### src/rtl/hazard_pkg.sv
package hazard_pkg;

  typedef enum logic [1:0] {
    FWD_REG = 2'b00,
    FWD_WB  = 2'b01,
    FWD_MEM = 2'b10
  } fwdSel_t;

  localparam int NUM_SRC = 2;

  typedef struct packed {
    logic [NUM_SRC-1:0] memHit;
    logic [NUM_SRC-1:0] wbHit;
    logic               loadUse;
  } hitStrobes_t;

endpackage

### src/rtl/hazard_match.sv
module hazard_match
  import hazard_pkg::*;
#(
  parameter int IDX_W = 5
) (
  input  logic [IDX_W-1:0] idExRs,
  input  logic [IDX_W-1:0] idExRt,
  input  logic             idExMemRead,
  input  logic [IDX_W-1:0] exMemRd,
  input  logic             exMemRegWrite,
  input  logic [IDX_W-1:0] memWbRd,
  input  logic             memWbRegWrite,
  input  logic [IDX_W-1:0] ifIdRs,
  input  logic [IDX_W-1:0] ifIdRt,
  output hitStrobes_t      strobes
);

  logic [IDX_W-1:0]   srcIdx [NUM_SRC];
  logic [NUM_SRC-1:0] memHitV;
  logic [NUM_SRC-1:0] wbHitV;
  logic               memLive;
  logic               wbLive;
  logic               loadHit;

  assign srcIdx[0] = idExRs;
  assign srcIdx[1] = idExRt;

  assign memLive = exMemRegWrite && (exMemRd != '0);
  assign wbLive  = memWbRegWrite && (memWbRd != '0);

  generate
    for (genvar s = 0; s < NUM_SRC; s++) begin : g_src
      assign memHitV[s] = memLive && (srcIdx[s] == exMemRd);
      assign wbHitV[s]  = wbLive  && (srcIdx[s] == memWbRd);
    end
  endgenerate

  assign loadHit = idExMemRead && ((idExRt == ifIdRs) || (idExRt == ifIdRt));

  assign strobes = '{memHit: memHitV, wbHit: wbHitV, loadUse: loadHit};

endmodule

### src/rtl/hazard_ctrl.sv
module hazard_ctrl
  import hazard_pkg::*;
(
  input  hitStrobes_t            strobes,
  output logic [2*NUM_SRC-1:0]   fwdBus,
  output logic                   stall,
  output logic                   bubble
);

  generate
    for (genvar s = 0; s < NUM_SRC; s++) begin : g_sel
      fwdSel_t sel;
      always_comb begin
        if (strobes.memHit[s])     sel = FWD_MEM;
        else if (strobes.wbHit[s]) sel = FWD_WB;
        else                       sel = FWD_REG;
      end
      assign fwdBus[2*s +: 2] = sel;
    end
  endgenerate

  assign stall  = strobes.loadUse;
  assign bubble = strobes.loadUse;

endmodule

### src/rtl/hazard_unit.sv
module hazard_unit
  import hazard_pkg::*;
#(
  parameter int IDX_W = 5
) (
  input  logic [IDX_W-1:0] idExRs,
  input  logic [IDX_W-1:0] idExRt,
  input  logic             idExMemRead,
  input  logic [IDX_W-1:0] exMemRd,
  input  logic             exMemRegWrite,
  input  logic [IDX_W-1:0] memWbRd,
  input  logic             memWbRegWrite,
  input  logic [IDX_W-1:0] ifIdRs,
  input  logic [IDX_W-1:0] ifIdRt,
  output logic [1:0]       fwdA,
  output logic [1:0]       fwdB,
  output logic             stall,
  output logic             bubble
);

  hitStrobes_t            strobes;
  logic [2*NUM_SRC-1:0]   fwdBus;

  hazard_match #(.IDX_W(IDX_W)) u_match (
    .idExRs(idExRs), .idExRt(idExRt), .idExMemRead(idExMemRead),
    .exMemRd(exMemRd), .exMemRegWrite(exMemRegWrite),
    .memWbRd(memWbRd), .memWbRegWrite(memWbRegWrite),
    .ifIdRs(ifIdRs), .ifIdRt(ifIdRt), .strobes(strobes)
  );

  hazard_ctrl u_ctrl (
    .strobes(strobes), .fwdBus(fwdBus), .stall(stall), .bubble(bubble)
  );

  assign fwdA = fwdBus[1:0];
  assign fwdB = fwdBus[3:2];

endmodule

### config.mk
export PLATFORM = sky130hd
export DESIGN_NAME = hazard_unit
export DESIGN_NICKNAME = d
export VERILOG_FILES = /design/src/rtl/hazard_pkg.sv /design/src/rtl/hazard_match.sv /design/src/rtl/hazard_ctrl.sv /design/src/rtl/hazard_unit.sv
export SDC_FILE = /design/constraint.sdc
export NUM_CORES = 1
export LEC_CHECK = 0
export BUFFER_PORTS_ARGS = -buffer_cell sky130_fd_sc_hd__buf_2
export CORE_AREA = 5 5 42 44
export DETAILED_ROUTE_END_ITERATION = 8
export DIE_AREA = 0 0 47 49
export PLACE_DENSITY = 0.73
export SYNTH_ARGS = -nofsm -noshare
export SYNTH_HDL_FRONTEND = slang
export SYNTH_HIERARCHICAL = 1
export SYNTH_SLANG_ARGS = --single-unit
### constraint.sdc
create_clock -name vclk -period 1.4
set_clock_uncertainty 0.15 [all_clocks]
set_input_delay 0.14 -clock vclk [all_inputs]
set_output_delay 0.14 -clock vclk [all_outputs]
set_load 0.02 [all_outputs]
Word level (Yosys, flattened, before mapping)
Index checks and enable logic that the tools add are counted.
W data, S select, Z words.
- output and inout bits: 6
- input bits: 33
- register bits: 0
- logic and storage cells: 20
- reduce and logical (&&, ||, !) cells: 10
- equality and inequality tests: 6
- multiplexer cells: 4
- operators by type and width (cell ; number):
    $eq A5 B5 Y1 ; 6
    $reduce_bool A5 Y1 ; 2
    $logic_and A1 B1 Y1 ; 7
    $mux W2 ; 2
    $mux W1 ; 2
    $logic_or A1 B1 Y1 ; 1

Logic depth before layout (Yosys ltp)
Gate-level depths: netlist (run 1).
- depth after elaboration: 5
- mapped depth: 6
- gate-level depth less buffers: 4

Cells and area by module
Netlist (run 1), hierarchy kept.
- modules (own cells, without submodules) (module ; cells an instance ; sequential area each (um^2) ; area an instance (um^2) ; instances):
    hazard_match ; 51 ; 0.0 ; 392.9 ; 1
    hazard_ctrl ; 6 ; 0.0 ; 57.6 ; 1

Worst setup path after synthesis (run 1)
Ideal clock, no wire load.
- path kind: input-to-output
- from: in idExRt[4]
- to: out fwdB[1]
- arrival: 1291 ps
- setup slack: -181 ps
- required time: 1110 ps
- cell stages on the path: 5
- path through: clkbuf_1 -> xnor2_1 -> nand3_1 -> nor4_1 -> buf_4
- RTL lines (what ; line ; RTL):
    start, declared ; hazard_unit.sv:7 ; input logic [IDX_W-1:0] idExRt,
    end, declared ; hazard_unit.sv:16 ; output logic [1:0] fwdB,

Worst setup path after layout (run 1)
- from: in exMemRd[3]
- to: out fwdA[0]
- cells in the longest elaborated chain, start to end: 4
- elaborated cells on any way between the ends: 5
- those cells by class: eq/ne (1); mux (1); reduce/logical (3)
- ends and longest elaborated chain (what ; line ; RTL):
    start, declared ; hazard_unit.sv:9 ; input logic [IDX_W-1:0] exMemRd,
    $reduce_bool A5 Y1 ; hazard_match.sv:28 ; assign memLive = exMemRegWrite && (exMemRd != '0);
    $logic_and A1 B1 Y1 ; hazard_match.sv:28 ;
    $logic_and A1 B1 Y1 * ; hazard_match.sv:33 ; assign memHitV[s] = memLive && (srcIdx[s] == exMemRd);
    $mux W2 * ; hazard_ctrl.sv:14 ; if (strobes.memHit[s]) sel = FWD_MEM;
    end, declared ; hazard_unit.sv:15 ; output logic [1:0] fwdA,
Every way passes the cells marked *; elsewhere a longest branch is shown, timed or not.

==> results_dict.tcl, run 1 <==
set metrics [dict create \
    status "finished, violations left" \
    failed_checks "setup timing" \
    syn2layout_area_growth_pct 104 \
    ios 39 \
    relSlewSlack_pct 78.1 \
    port_buffers 39 \
    post_cts_buffers 0 \
    start_util_pct 32.1 \
    gr-max-usage-layer "met2" \
    grt_antenna_before_repair 0 \
    fmax_mhz 617 \
    hold_depth 4 \
    grt_pass1_wl_microns 2620 \
    fp.coreArea_sq_um 1400 \
    powerDensity_nw_per_um2 311 \
    setup_viol 4 \
    end_kind "primary output" \
    dieArea_sq_um 2300 \
    synth_area_sq_um 450 \
    fin_crit_ns 1.62 \
    worstPathRequired_ns 1.11 \
    hold_viol 0 \
    grtUsageMet1_pct 17.0 \
    n_sequential_cell 0 \
    avgSynthCellArea_sq_um 7.90 \
    syn_nets 90 \
    viasPerCell 4.86 \
    area.sequential_sq_um 0 \
    leakage_uw 0.000421 \
    tns_ns -0.685 \
    use_met3_pct 0.738 \
    startpoint_type "input port" \
    layout_commonest_cell "buf_2" \
    drt_drc_violations_left 0 \
    antenna_cells 0 \
    grt_pass1_vias 633 \
    period_share_pct 116 \
    min_from "idExMemRead" \
    final-max-slew-violation-count 0 \
    final_cell_mix "buf_2, buf_4, xnor2_1" \
    grt_usage_pct 14.8 \
    gp_congestion 0.806 \
    nNetsFinal 140 \
    grt_overflow 0 \
    ant_nets 0 \
    core.rowCount 14 \
    syn_inst 57 \
    first_pass_iters 4 \
    drive_above_1_share_pct 71.4 \
    die_x_microns 47 \
    drtIter0Drc 5 \
    synth.distinct_cells 12 \
    vias 588 \
    min_path_type "input port to primary output" \
    synth-seq-area-share_pct 0 \
    setup_ws_ns -0.222 \
    crit_type "input port to primary output" \
    maxCapViolations 0 \
    drt-total-wl_microns 1780 \
    wl_per_cell_microns 14.7 \
    ir_drop_v 0.000182 \
    yosysWarnings 6 \
    nClkBuffers 0 \
    rsz0062_at_grt "yes" \
    crit_arrival_ns 1.33 \
    die_h_microns 49 \
    place_ws_ns -0.245 \
    met2_usage_pct 29.6 \
    power.total_uw 286 \
    dpl.hpwl_microns 1440 \
    crit_fanout 2 \
    tightest_slew_ns 0.328 \
    grt_max_degree 5 \
    hold-path-endpoint "stall" \
]
-- worst max-delay path by stage --
| stage | startpoint | endpoint | slack [ns] |
|---|---|---|---|
| 2_1_floorplan | exMemRd[1] | fwdA[0] | -0.002 |
| 3_3_place_gp | exMemRd[1] | fwdA[0] | -0.20 |
| 3_5_place_dp | exMemRd[1] | fwdA[0] | -0.25 |
| 4_1_cts | exMemRd[3] | fwdA[0] | -0.22 |
| 5_1_grt | exMemRd[3] | fwdA[0] | -0.25 |
| 6_report | exMemRd[3] | fwdA[0] | -0.22 |
-- Yosys cell counts --
| cell type | instances | area share (%) |
|---|---|---|
| buf_4 | 5 | 8.3 |
| clkbuf_1 | 3 | 2.5 |
| nand2_1 | 2 | 1.7 |
| nand3_1 | 4 | 4.4 |
| nand4_1 | 2 | 2.8 |
| nor2b_4 | 2 | 6.1 |
| nor4_1 | 4 | 5.6 |
| o21ai_2 | 2 | 3.9 |
| o22ai_1 | 1 | 1.4 |
| or4_4 | 2 | 5.0 |
| xnor2_1 | 22 | 43 |
| xor2_1 | 8 | 16 |
-- area by class of cell --
class / instances / area, sq um
tap: 16 / 20.0
multi-input combinational: 49 / 517
fill: 110 / 480
timing repair buffer: 56 / 384
-- logic make-up (layout without fill, tap and decap cells) --
logic type | count (synthesis) | in the layout | synth area share, %
buffers and inverters | 8 | 56 | 10.8
and+or+nand+nor | 16 | 16 | 25.6
AOI/OAI and AO/OA | 3 | 3 | 5.28
xor gates and xnor gates | 30 | 30 | 58.3
-- metal layers --
layer,share of wire (%),vias up
met5,0,-
met4,1.6,0
met3,6.7,4
met2,58,24
met1,34,273
li1,-,287
-- power by group --
part           switching (uW)  internal, uW  leakage (uW)
logic                     128           158      0.000421
clock network               0             0             0
registers                   0             0             0
total                     128           158      0.000421
-- critical path, cell delays in order --
cell	delay, ns
buf_6	0.09
or4_4	0.53
o21ai_4	0.23
nor4_4	0.09
nor2b_4	0.12
buf_6	0.12
-- per-stage QoR --
step	area (sq um)	cells	hold WS [ns]	util [%]
5_1_grt	921	121	0.554	65.7
3_3_place_gp	767	121	0.516	54.7
6_report	921	121	0.512	65.7
2_1_floorplan	477	57	0.349	-
3_5_place_dp	767	121	0.529	54.7
4_1_cts	817	121	0.537	58.3
-- repair_timing --
action	in CTS	in global routing
hold endpoints to repair	0	0
hold buffers	0	0
endpoints found under the setup margin	4	6
resized for setup	10	20
pin swaps	5	7
Note: power is estimated with default switching activity, not from simulation.
==> run 2: changes to the inputs <==
Settings changed: GPL_TIMING_DRIVEN from default to 0.
==> results_dict.tcl, run 2 (synthesis results as in run 1) <==
set metrics [dict create \
    status "finished, violations left" \
    failed_checks "setup timing" \
    drtIter0Drc 2 \
    layout_commonest_cell "buf_2" \
    nClkBuffers 0 \
    crit_arrival_ns 1.34 \
    fin_crit_ns 1.63 \
    ios 39 \
    final-max-slew-violation-count 0 \
    die_h_microns 49 \
    relSlewSlack_pct 79.6 \
    viasPerCell 4.60 \
    first_pass_iters 4 \
    grt_pass1_wl_microns 2300 \
    start_util_pct 32.1 \
    place_ws_ns -0.330 \
    antenna_cells 0 \
    setup_viol 4 \
    wl_per_cell_microns 11.8 \
    fmax_mhz 614 \
    die_x_microns 47 \
    fp.coreArea_sq_um 1400 \
    crit_type "input port to primary output" \
    setup_ws_ns -0.228 \
    dieArea_sq_um 2300 \
    final_cell_mix "buf_2, xnor2_1, buf_4, xor2_1" \
    grt_max_degree 5 \
    port_buffers 36 \
    slowest_stage "or4_4" \
    grt_overflow 0 \
    n_sequential_cell 0 \
    core.rowCount 14 \
    ant_nets 0 \
    worstPathRequired_ns 1.11 \
    rsz0062_at_grt "yes" \
    tightest_slew_ns 0.304 \
    period_share_pct 116 \
    drive_above_1_share_pct 61.7 \
    final_cell_count_no_fill 110 \
    powerDensity_nw_per_um2 288 \
    gp_congestion 0.803 \
    holdWs_ns 0.580 \
    grt_pass1_vias 550 \
    startpoint_type "input port" \
    drt-total-wl_microns 1290 \
    grt_usage_pct 12.6 \
    leakage_uw 0.000349 \
    fillerInstances 143 \
    path_cells "buf_8, or4_4, o21ai_4, nor4_4, buf_4, buf_6" \
    crit_fanout 2 \
    vias 506 \
    area.sequential_sq_um 0 \
    hold_viol 0 \
    finish.utilization_pct 56.6 \
    maxCapViolations 0 \
    nNetsFinal 129 \
    dp_cells 109 \
    grt_antenna_before_repair 0 \
    multiInputGateArea_sq_um 477 \
    end_kind "primary output" \
    min_path_type "input port to primary output" \
    syn2layout_area_growth_pct 76.1 \
    drt_drc_violations_left 0 \
    ir_drop_v 0.000140 \
    cpPeakStageDelay_ns 0.54 \
]
run 2: changes by cell type in the layout (fill, tap and decap cells not counted), sizes merged:
cell | previous run | this run
buf | 56 | 41
clkbuf | 0 | 4
run 2: power breakdown:
part | internal [uW] | switching, uW
combinational | 125 | 103
sequential | 0 | 0
clock | 0 | 0
run 2: repair_timing:
action | in CTS | in global routing
setup buffers | 1 | 0
hold buffers | 0 | 0
setup endpoints to repair | 6 | 6
resized for setup | 15 | 14
pin swaps | 5 | 11
run 2: path summary, 6_finish.rpt:
path / startpoint / endpoint / slack (ns) / cells after the start
worst max-delay path: exMemRd[4] / fwdB[1] / -0.23 / 6
worst min-delay path: memWbRegWrite / fwdB[0] / 0.58 / 5
run 2: cell type report:
cell class / count / area share [%]
Multi-Input combinational cell: 49 / 60.1
Buffer: 8 / 7.26
Tap cell: 16 / 2.52
Timing Repair Buffer: 37 / 30.1
run 2: metrics by stage:
| step | total power (uW) | TNS (ns) | area (sq um) |
|---|---|---|---|
| after global placement | 192 | -0.973 | 677 |
| after floorplan | 115 | -0.00184 | 477 |
| final | 229 | -0.850 | 793 |
| after global routing | 250 | -1.03 | 793 |
| after CTS | 213 | -0.939 | 741 |
| after detailed placement | 197 | -1.07 | 677 |
run 2: worst max-delay path, delay by kind of cell:
kind / cells / cell delay (ns)
AND/OR/NAND/NOR: 2 / 0.63
buffers and inverters: 3 / 0.35
AO/OA/AOI/OAI: 1 / 0.21
run 2: metal layers:
| layer | wire length (microns) | vias up | global-route usage, % |
|---|---|---|---|
| li1 | - | 261 | - |
| met1 | 455 | 221 | 15.0 |
| met2 | 718 | 22 | 22.6 |
| met3 | 102 | 2 | 1.85 |
| met4 | 18 | 0 | 2.30 |
| met5 | 0 | - | 0 |
